**config.mk**
```make
export PLATFORM = sky130hd
export DESIGN_NAME = mc_core
export DESIGN_NICKNAME = d
export VERILOG_FILES = /design/src/rtl/mc_core_pkg.sv /design/src/rtl/mc_regfile.sv /design/src/rtl/mc_alu.sv /design/src/rtl/mc_datapath.sv /design/src/rtl/mc_control.sv /design/src/rtl/mc_core.sv
export SDC_FILE = /design/constraint.sdc
export NUM_CORES = 2
export LEC_CHECK = 0
export BUFFER_PORTS_ARGS = -buffer_cell sky130_fd_sc_hd__buf_4
export CAP_MARGIN = 20
export CELL_PAD_IN_SITES_DETAIL_PLACEMENT = 1
export CELL_PAD_IN_SITES_GLOBAL_PLACEMENT = 1
export CORE_MARGIN = 2
export CORE_UTILIZATION = 45
export DETAILED_ROUTE_END_ITERATION = 12
export PLACE_DENSITY_LB_ADDON = 0.08
export SYNTH_ARGS = -nofsm -noshare
export SYNTH_HDL_FRONTEND = slang
export SYNTH_SLANG_ARGS = --single-unit
```
**constraint.sdc**
```tcl
create_clock -name clk -period 15.12 [get_ports clk]
set_clock_uncertainty 0.15 [all_clocks]
set_input_delay 3.024 -clock clk [delete_from_list [all_inputs] [get_ports clk]]
set_output_delay 3.024 -clock clk [all_outputs]
set_load 0.1 [all_outputs]
```
**src/rtl/mc_core_pkg.sv**
```systemverilog
package mc_core_pkg;

  localparam int INSTR_W = 32;
  localparam int REG_AW  = 5;

  // primary opcodes
  localparam logic [5:0] OP_RTYPE = 6'h00;
  localparam logic [5:0] OP_BEQZ  = 6'h04;
  localparam logic [5:0] OP_BNEZ  = 6'h05;
  localparam logic [5:0] OP_ADDI  = 6'h08;
  localparam logic [5:0] OP_SUBI  = 6'h0A;
  localparam logic [5:0] OP_ANDI  = 6'h0C;
  localparam logic [5:0] OP_ORI   = 6'h0D;
  localparam logic [5:0] OP_XORI  = 6'h0E;
  localparam logic [5:0] OP_JR    = 6'h12;
  localparam logic [5:0] OP_JALR  = 6'h13;
  localparam logic [5:0] OP_SGTI  = 6'h19;
  localparam logic [5:0] OP_SEQI  = 6'h1A;
  localparam logic [5:0] OP_SGEI  = 6'h1B;
  localparam logic [5:0] OP_SLTI  = 6'h1C;
  localparam logic [5:0] OP_SNEI  = 6'h1D;
  localparam logic [5:0] OP_SLEI  = 6'h1E;
  localparam logic [5:0] OP_LW    = 6'h23;
  localparam logic [5:0] OP_SW    = 6'h2B;
  localparam logic [5:0] OP_SNOP  = 6'h3E;
  localparam logic [5:0] OP_HALT  = 6'h3F;

  // R-type function codes
  localparam logic [5:0] FN_SLL1 = 6'h00;
  localparam logic [5:0] FN_SRL1 = 6'h02;
  localparam logic [5:0] FN_ADD  = 6'h20;
  localparam logic [5:0] FN_SUB  = 6'h22;
  localparam logic [5:0] FN_AND  = 6'h24;
  localparam logic [5:0] FN_OR   = 6'h25;
  localparam logic [5:0] FN_XOR  = 6'h26;

  localparam logic [REG_AW-1:0] LINK_REG = 5'd31;

  typedef enum logic [2:0] {
    ST_FETCH, ST_DECODE, ST_EXEC, ST_MEM, ST_WB, ST_HALT
  } state_e;

  typedef enum logic [3:0] {
    ALU_ADD, ALU_SUB, ALU_AND, ALU_OR, ALU_XOR, ALU_SLL1, ALU_SRL1,
    ALU_LT, ALU_GT, ALU_LE, ALU_GE, ALU_EQ, ALU_NE
  } alu_op_e;

  typedef enum logic [3:0] {
    CL_ALU_R, CL_ALU_I, CL_LOAD, CL_STORE, CL_BEQZ, CL_BNEZ,
    CL_JR, CL_JALR, CL_HALT, CL_NOP
  } instr_class_e;

  typedef enum logic [1:0] { PC_INC, PC_BRANCH, PC_REG } pc_sel_e;

  typedef enum logic [1:0] { DST_RTYPE, DST_ITYPE, DST_LINK } dst_sel_e;

  typedef struct packed {
    logic     irLoad;
    logic     rfRead;
    logic     useImm;
    alu_op_e  aluOp;
    logic     cLoad;
    logic     cFromLink;
    logic     marLoad;
    logic     mdrLoad;
    logic     pcLoad;
    pc_sel_e  pcSel;
    logic     rfWrite;
    logic     wbFromMem;
    dst_sel_e dstSel;
    logic     memWrite;
    logic     addrFromMar;
  } ctrl_t;

endpackage

```
**src/rtl/mc_regfile.sv**
```systemverilog
module mc_regfile #(
  parameter int XLEN = 32,
  parameter int NREG = 32,
  localparam int AW = $clog2(NREG)
) (
  input  logic            clk,
  input  logic            rst,
  input  logic            rdEn,
  input  logic [AW-1:0]   rdAddrA,
  input  logic [AW-1:0]   rdAddrB,
  output logic [XLEN-1:0] rdDataA,
  output logic [XLEN-1:0] rdDataB,
  input  logic            wrEn,
  input  logic [AW-1:0]   wrAddr,
  input  logic [XLEN-1:0] wrData
);

  logic [XLEN-1:0] regs [NREG];

  assign rdDataA = regs[rdAddrA];
  assign rdDataB = regs[rdAddrB];

  // entry 0 is cleared by reset and never written afterwards
  always_ff @(posedge clk) begin
    if (rst) begin
      for (int i = 0; i < NREG; i++) regs[i] <= '0;
    end else begin
      for (int i = 1; i < NREG; i++) begin
        if (wrEn && wrAddr == AW'(i)) regs[i] <= wrData;
      end
    end
  end

  // port budget is two reads or one write per cycle
  assert_port_exclusive_R2: assert property (@(posedge clk) disable iff (rst)
    !(rdEn && wrEn));

  // the zero register keeps its value
  assert_zero_reg_R3: assert property (@(posedge clk) disable iff (rst)
    regs[0] == '0);

endmodule

```
**src/rtl/mc_alu.sv**
```systemverilog
module mc_alu
  import mc_core_pkg::*;
#(
  parameter int XLEN = 32
) (
  input  alu_op_e         op,
  input  logic [XLEN-1:0] lhs,
  input  logic [XLEN-1:0] rhs,
  output logic [XLEN-1:0] res
);

  logic flag;

  always_comb begin
    flag = 1'b0;
    res  = '0;
    case (op)
      ALU_ADD:  res = lhs + rhs;
      ALU_SUB:  res = lhs - rhs;
      ALU_AND:  res = lhs & rhs;
      ALU_OR:   res = lhs | rhs;
      ALU_XOR:  res = lhs ^ rhs;
      ALU_SLL1: res = lhs << 1;
      ALU_SRL1: res = lhs >> 1;
      default: begin
        case (op)
          ALU_LT:  flag = $signed(lhs) <  $signed(rhs);
          ALU_GT:  flag = $signed(lhs) >  $signed(rhs);
          ALU_LE:  flag = $signed(lhs) <= $signed(rhs);
          ALU_GE:  flag = $signed(lhs) >= $signed(rhs);
          ALU_EQ:  flag = lhs == rhs;
          ALU_NE:  flag = lhs != rhs;
          default: flag = 1'b0;
        endcase
        res = {{(XLEN-1){1'b0}}, flag};
      end
    endcase
  end

endmodule

```
**src/rtl/mc_datapath.sv**
```systemverilog
module mc_datapath
  import mc_core_pkg::*;
#(
  parameter int XLEN = 32
) (
  input  logic             clk,
  input  logic             rst,
  input  ctrl_t            ctrl,
  input  logic [XLEN-1:0]  memRdData,
  output logic [XLEN-1:0]  memAddr,
  output logic [XLEN-1:0]  memWrData,
  output logic [5:0]       irOpcode,
  output logic [5:0]       irFunc,
  output logic             aIsZero
);

  localparam int IMM_W = 16;

  logic [XLEN-1:0] pc, regA, regB, regC, mar, mdr;
  logic [5:0]      irOp;
  logic [20:0]     irLow;    // rd/rs2, rd(R), unused, func / immediate
  logic [XLEN-1:0] immExt, aluRhs, aluRes, rdA, rdB, wbData;
  logic [REG_AW-1:0] wbAddr;

  assign immExt = {{(XLEN-IMM_W){irLow[IMM_W-1]}}, irLow[IMM_W-1:0]};
  assign aluRhs = ctrl.useImm ? immExt : regB;

  mc_alu #(.XLEN(XLEN)) u_alu (
    .op (ctrl.aluOp),
    .lhs(regA),
    .rhs(aluRhs),
    .res(aluRes)
  );

  always_comb begin
    case (ctrl.dstSel)
      DST_RTYPE: wbAddr = irLow[15:11];
      DST_LINK:  wbAddr = LINK_REG;
      default:   wbAddr = irLow[20:16];
    endcase
  end

  assign wbData = ctrl.wbFromMem ? memRdData : regC;

  // read addresses come straight from the fetched word while it arrives
  mc_regfile #(.XLEN(XLEN), .NREG(32)) u_rf (
    .clk    (clk),
    .rst    (rst),
    .rdEn   (ctrl.rfRead),
    .rdAddrA(memRdData[25:21]),
    .rdAddrB(memRdData[20:16]),
    .rdDataA(rdA),
    .rdDataB(rdB),
    .wrEn   (ctrl.rfWrite),
    .wrAddr (wbAddr),
    .wrData (wbData)
  );

  always_ff @(posedge clk) begin
    if (rst) begin
      pc    <= '0;
      irOp  <= '0;
      irLow <= '0;
      regA  <= '0;
      regB  <= '0;
      regC  <= '0;
      mar   <= '0;
      mdr   <= '0;
    end else begin
      if (ctrl.irLoad) begin
        irOp  <= memRdData[31:26];
        irLow <= memRdData[20:0];
      end
      if (ctrl.rfRead) begin
        regA <= rdA;
        regB <= rdB;
      end
      if (ctrl.cLoad)   regC <= ctrl.cFromLink ? pc + XLEN'(1) : aluRes;
      if (ctrl.marLoad) mar  <= aluRes;
      if (ctrl.mdrLoad) mdr  <= regB;
      if (ctrl.pcLoad) begin
        case (ctrl.pcSel)
          PC_BRANCH: pc <= pc + XLEN'(1) + immExt;
          PC_REG:    pc <= regA;
          default:   pc <= pc + XLEN'(1);
        endcase
      end
    end
  end

  assign memAddr   = ctrl.addrFromMar ? mar : pc;
  assign memWrData = mdr;
  assign irOpcode  = irOp;
  assign irFunc    = irLow[5:0];
  assign aIsZero   = (regA == '0);

  // a sequential step moves the PC by exactly one word
  assert_pc_step_R12: assert property (@(posedge clk) disable iff (rst)
    (ctrl.pcLoad && ctrl.pcSel == PC_INC) |=> pc == $past(pc) + XLEN'(1));

endmodule

```
**src/rtl/mc_control.sv**
```systemverilog
module mc_control
  import mc_core_pkg::*;
(
  input  logic       clk,
  input  logic       rst,
  input  logic [5:0] irOpcode,
  input  logic [5:0] irFunc,
  input  logic       aIsZero,
  output ctrl_t      ctrl,
  output logic       halted
);

  state_e       state, nextState;
  instr_class_e cls;
  alu_op_e      decOp;

  always_comb begin
    cls   = CL_NOP;
    decOp = ALU_ADD;
    case (irOpcode)
      OP_RTYPE: begin
        cls = CL_ALU_R;
        case (irFunc)
          FN_ADD:  decOp = ALU_ADD;
          FN_SUB:  decOp = ALU_SUB;
          FN_AND:  decOp = ALU_AND;
          FN_OR:   decOp = ALU_OR;
          FN_XOR:  decOp = ALU_XOR;
          FN_SLL1: decOp = ALU_SLL1;
          FN_SRL1: decOp = ALU_SRL1;
          default: cls   = CL_NOP;
        endcase
      end
      OP_ADDI: begin cls = CL_ALU_I; decOp = ALU_ADD; end
      OP_SUBI: begin cls = CL_ALU_I; decOp = ALU_SUB; end
      OP_ANDI: begin cls = CL_ALU_I; decOp = ALU_AND; end
      OP_ORI:  begin cls = CL_ALU_I; decOp = ALU_OR;  end
      OP_XORI: begin cls = CL_ALU_I; decOp = ALU_XOR; end
      OP_SGTI: begin cls = CL_ALU_I; decOp = ALU_GT;  end
      OP_SEQI: begin cls = CL_ALU_I; decOp = ALU_EQ;  end
      OP_SGEI: begin cls = CL_ALU_I; decOp = ALU_GE;  end
      OP_SLTI: begin cls = CL_ALU_I; decOp = ALU_LT;  end
      OP_SNEI: begin cls = CL_ALU_I; decOp = ALU_NE;  end
      OP_SLEI: begin cls = CL_ALU_I; decOp = ALU_LE;  end
      OP_LW:   cls = CL_LOAD;
      OP_SW:   cls = CL_STORE;
      OP_BEQZ: cls = CL_BEQZ;
      OP_BNEZ: cls = CL_BNEZ;
      OP_JR:   cls = CL_JR;
      OP_JALR: cls = CL_JALR;
      OP_HALT: cls = CL_HALT;
      default: cls = CL_NOP;
    endcase
  end

  always_comb begin
    ctrl        = '0;
    ctrl.aluOp  = decOp;
    ctrl.useImm = (cls != CL_ALU_R);
    case (cls)
      CL_ALU_R: ctrl.dstSel = DST_RTYPE;
      CL_JALR:  ctrl.dstSel = DST_LINK;
      default:  ctrl.dstSel = DST_ITYPE;
    endcase
    nextState = state;
    case (state)
      ST_FETCH: nextState = ST_DECODE;
      ST_DECODE: begin
        ctrl.irLoad = 1'b1;
        ctrl.rfRead = 1'b1;
        nextState   = ST_EXEC;
      end
      ST_EXEC: begin
        ctrl.pcLoad = 1'b1;
        ctrl.pcSel  = PC_INC;
        nextState   = ST_FETCH;
        case (cls)
          CL_ALU_R, CL_ALU_I: begin
            ctrl.cLoad = 1'b1;
            nextState  = ST_WB;
          end
          CL_LOAD: begin
            ctrl.aluOp   = ALU_ADD;
            ctrl.marLoad = 1'b1;
            nextState    = ST_MEM;
          end
          CL_STORE: begin
            ctrl.aluOp   = ALU_ADD;
            ctrl.marLoad = 1'b1;
            ctrl.mdrLoad = 1'b1;
            nextState    = ST_MEM;
          end
          CL_BEQZ: ctrl.pcSel = aIsZero  ? PC_BRANCH : PC_INC;
          CL_BNEZ: ctrl.pcSel = !aIsZero ? PC_BRANCH : PC_INC;
          CL_JR:   ctrl.pcSel = PC_REG;
          CL_JALR: begin
            ctrl.pcSel     = PC_REG;
            ctrl.cLoad     = 1'b1;
            ctrl.cFromLink = 1'b1;
            nextState      = ST_WB;
          end
          CL_HALT: begin
            ctrl.pcLoad = 1'b0;
            nextState   = ST_HALT;
          end
          default: nextState = ST_FETCH;
        endcase
      end
      ST_MEM: begin
        ctrl.addrFromMar = 1'b1;
        if (cls == CL_STORE) begin
          ctrl.memWrite = 1'b1;
          nextState     = ST_FETCH;
        end else begin
          nextState = ST_WB;
        end
      end
      ST_WB: begin
        ctrl.rfWrite   = 1'b1;
        ctrl.wbFromMem = (cls == CL_LOAD);
        nextState      = ST_FETCH;
      end
      default: nextState = ST_HALT;
    endcase
  end

  always_ff @(posedge clk) begin
    if (rst) state <= ST_FETCH;
    else     state <= nextState;
  end

  assign halted = (state == ST_HALT);

  // once parked, only reset leaves the halt state
  assert_halted_sticky_R11: assert property (@(posedge clk) disable iff (rst)
    halted |=> halted);

  // no store strobe while parked
  assert_no_store_halted_R11: assert property (@(posedge clk) disable iff (rst)
    halted |-> !ctrl.memWrite);

  // writeback only follows execute or a memory step
  assert_wb_predecessor_R13: assert property (@(posedge clk) disable iff (rst)
    (state == ST_WB) |-> ($past(state) == ST_EXEC || $past(state) == ST_MEM));

endmodule

```
**src/rtl/mc_core.sv**
```systemverilog
module mc_core
  import mc_core_pkg::*;
#(
  parameter int XLEN = 32
) (
  input  logic            clk,
  input  logic            rst,
  output logic [XLEN-1:0] memAddr,
  output logic            memWe,
  output logic [XLEN-1:0] memWrData,
  input  logic [XLEN-1:0] memRdData,
  output logic            halted
);

  ctrl_t      ctrl;
  logic [5:0] irOpcode, irFunc;
  logic       aIsZero;

  mc_control u_ctrl (
    .clk     (clk),
    .rst     (rst),
    .irOpcode(irOpcode),
    .irFunc  (irFunc),
    .aIsZero (aIsZero),
    .ctrl    (ctrl),
    .halted  (halted)
  );

  mc_datapath #(.XLEN(XLEN)) u_dp (
    .clk      (clk),
    .rst      (rst),
    .ctrl     (ctrl),
    .memRdData(memRdData),
    .memAddr  (memAddr),
    .memWrData(memWrData),
    .irOpcode (irOpcode),
    .irFunc   (irFunc),
    .aIsZero  (aIsZero)
  );

  assign memWe = ctrl.memWrite;

endmodule

```
==> flow_metrics.py <==
metrics = {
    "timing": {
        "period_share_pct": 47.1,
        "finalSetupViolations": 0,
        "rsz0062_at_grt": "false",
        "tightest_slew_ns": 1.16,
        "finalHoldViolations": 0,
        "finalSetupTns_ns": 0,
        "layout_min_cycle_time_ns": 7.12,
        "final_max_slew_viol_count": 0,
        "max_slew_margin_pct": 22.1,
        "fmax_ghz": 0.140,
    },
    "drt": {
        "wl_per_cell_um": 36.5,
        "vias": 48900,
        "avgViaCountPerCell": 6.80,
        "detail-route-antenna-nets": 0,
        "first_pass_iters": 6,
        "drt_iter0_drc": 5860,
        "drt-total-wl_um": 263000,
        "drc_errors": 0,
    },
    "logic_synthesis": {
        "yosys.area.top_type": "edfxtp_1",
        "dominantRegCellSynth": "edfxtp_1",
        "yosysSeqAreaShare_pct": 51.3,
        "syn-num-nets": 5406,
        "netlist.area_leader.share_pct": 44.6,
        "netlist_area_um2": 66700,
        "async_flop_share_pct": 0,
        "syn_avg_cell_area_um2": 12.7,
        "ys_warn_count": 0,
        "synthCells": 5239,
        "synth_area_leaders": "edfxtp_1 (45%), mux4_2 (19%), dfxtp_1 (6.7%)",
        "yosys_register_bits": 1214,
        "synthDistinctLibCells": 92,
        "synth_edf_count": 992,
    },
    "worst_setup_path": {
        "cp.arrival_ns": 7.62,
        "worst_setup_path_end_kind": "flop",
        "rrSetupSlack_ns": 8.00,
        "required_ns": 15.62,
        "reg2reg_depth": 20,
        "crit_type": "flop to flop",
        "r2r-end": "u_dp.regC[28]$_SDFFE_PP0P_",
        "reg2reg_from": "u_dp.irLow[4]$_SDFFE_PP0P_",
        "crit_path_start_kind": "flop",
        "crit_path_max_fanout": 44,
    },
    "placement": {
        "numPortBuffers": 99,
        "place.gp.congestion": 0.952,
        "dp_hpwl_um": 162000,
        "placed_area_um2": 69200,
    },
    "global_route": {
        "grt_busiest_layer": "met2",
        "grt_use_met1_pct": 45.3,
        "antenna_found_initial": 10,
        "gr-usage-met3_pct": 7.55,
        "grt_usage_pct": 34.7,
        "met2_usage_pct": 54.9,
        "grt-ovfl-total": 0,
        "grt_start_max_net_pins": 137,
        "grt_pass1_wl_um": 373000,
        "grt_pass1_vias": 49600,
    },
    "floorplanning": {
        "dieHeight_um": 389,
        "io_pins": 100,
        "start_util_pct": 45.2,
        "die_area_um2": 151000,
        "die_x_um": 389,
        "row_count": 141,
        "fp.coreArea_um2": 147000,
    },
    "worst_hold_path": {
        "whs_path_depth": 2,
        "hp-start": "u_dp.memWrData[10]$_SDFFE_PP0P_",
        "holdCritPathClass": "flop to flop",
        "holdPathEnd": "u_dp.memWrData[10]$_SDFFE_PP0P_",
    },
    "cts": {
        "cts_buffers": 139,
        "clk_latency_ns": 0.81,
        "cts.reportedPaths.clkPinSlew_ns": 0.06,
        "clock_sinks": 1214,
        "cts.path.max_buffers": 3,
        "cts_resized": 0,
        "cts_root_buf": "clkbuf_16",
        "hold_buffers": 0,
        "cts_tree": "done",
        "post_cts_buffers": 0,
        "h-tree-depth": 4,
    },
    "final_layout": {
        "area_growth_syn_to_layout_pct": 10.5,
        "postLayoutCellArea_um2": 73700,
        "nets": 5305,
        "layout_commonest_cell": "edfxtp_1",
        "layout-drive-gt1-share_pct": 22.4,
        "mostFrequentLayoutCells": "edfxtp_1 (992), nor2_1 (882), mux4_2 (576), a21oi_1 (325), nand2_1 (286)",
        "utilization_pct": 50.0,
    },
    "power": {
        "p_switching_uw": 3010,
        "ir_drop_mv": 0.120,
        "p_leak_uw": 0.0259,
        "power_frac_comb_pct": 22.6,
        "p_int_uw": 6420,
        "power_frac_seq_pct": 41.8,
        "finalPower_uw": 9430,
        "netSwitchingFraction_pct": 32.0,
        "power_per_cell_area_nw_per_um2": 128,
        "p_clk_share_pct": 35.6,
    },
    "job": {
        "cap_violations": 0,
    },
    "run_status": {
        "status": "finished clean",
    },
}
-- cell usage after synthesis (8+ instances only) --
library cell and instances:
nand2b_1 17, buf_2 109, mux2_2 75, nor3_1 53, nand3b_1 8, xnor2_1 61, a22o_1 36, or2_2 41
a221oi_1 34, nor2b_1 17, o22ai_1 11, or3_1 14, a221o_1 11, dfxtp_1 222, inv_1 164, edfxtp_1 992
xor2_1 20, o21bai_1 12, nor2_1 887, clkbuf_1 275, o211ai_1 39, a21oi_1 325, nand4_1 31, ha_1 130
a211oi_1 47, nand2_1 307, a22oi_1 18, o21ai_0 123, and3_1 23, o21a_1 12, mux2i_1 140, o31ai_1 22
nor4_1 23, a222oi_1 11, o221ai_1 10, nand3_1 45, and2_1 13, a21o_1 46, mux4_2 576, a31oi_1 25
buf_1 67
-- power groups by stage --
| stage | registers [uW] | logic (uW) | clock network, uW |
|---|---|---|---|
| 2_1_floorplan | 3920 | 1330 | 0 |
| 3_3_place_gp | 3990 | 2070 | 0 |
| 3_5_place_dp | 4000 | 2090 | 0 |
| 4_1_cts | 3930 | 2090 | 3390 |
| 5_1_grt | 3950 | 2220 | 3510 |
| 6_report | 3940 | 2130 | 3360 |
-- cell type report --
cell class              count  area, um2
diodes                      8       20.0
clock buffers             203       3940
clock inverters            51        519
fillers                 14800      73800
inverters                 166        624
multi-input cells        3402      30300
flip-flops and latches   1214      34200
well taps                1930       2410
repair buffers            215       1720
-- critical path: stages, from the launching register on --
cell and delay, ns:
dfxtp_1 0.36, nor2_1 0.44, o221ai_1 0.35, and4_1 0.33, a2111oi_4 0.35, inv_2 0.14
nor2_8 0.25, buf_4 0.57, mux2_2 0.42, inv_1 0.09, ha_1 0.35, nor4_1 0.57
a21boi_0 0.54, o21a_1 0.28, nor4bb_1 0.08, buf_4 0.20, o41ai_2 0.42, mux2i_1 0.23
nor2_1 0.05, nor4_1 0.56, o22ai_1 0.15
-- flip-flops by register name, summed over array words and instances (netlist names), 21 cells and up --
register        flops
u_dp.mar           32
u_dp.regB          32
u_dp.memWrData     32
u_dp.irLow         21
u_dp.regA          32
u_dp.u_rf.regs    992
u_dp.pc            32
u_dp.regC          32
-- kinds of logic after synthesis --
logic type,after synthesis,share of synthesized area [%]
xor+xnor,81,1.06
fa+ha+maj,133,2.53
simple gates,1531,10.0
buf+inv,623,3.76
flops,1214,51.3
mux,791,22.8
compound gates,866,8.52
-- how the worst max path moves through the flow --
stage                             startpoint                         end  slack (ns)  depth (start not counted)
6_report          u_dp.irLow[4]$_SDFFE_PP0P_  u_dp.regC[28]$_SDFFE_PP0P_        8.00                         20
5_1_grt        u_dp.irOpcode[2]$_SDFFE_PP0P_  u_dp.regC[28]$_SDFFE_PP0P_        7.74                         20
4_1_cts           u_dp.irLow[4]$_SDFFE_PP0P_  u_dp.regC[28]$_SDFFE_PP0P_        8.06                         20
3_5_place_dp                   memRdData[22]   u_dp.regA[2]$_SDFFE_PP0P_        7.85                          9
3_3_place_gp                   memRdData[22]  u_dp.regA[15]$_SDFFE_PP0P_        7.85                          9
2_1_floorplan                  memRdData[21]  u_dp.regA[15]$_SDFFE_PP0P_        9.39                         11
-- layer usage --
metal / vias to the layer above / wire length (um)
met1: 25900 / 102000
met4: 6 / 14600
li1: 19800 / -
met3: 639 / 23900
met2: 2540 / 122000
met5: - / 39
-- stage by stage --
stage	std cells	setup WS (ns)	hold slack, ns
global placement	6927	7.85	0.295
CTS	7181	8.06	0.305
global route	7187	7.74	0.323
detailed placement	6927	7.85	0.298
floorplan	5239	9.39	0.279
finish	7189	8.00	0.302
No activity file was read; power rests on OpenSTA's default activity.
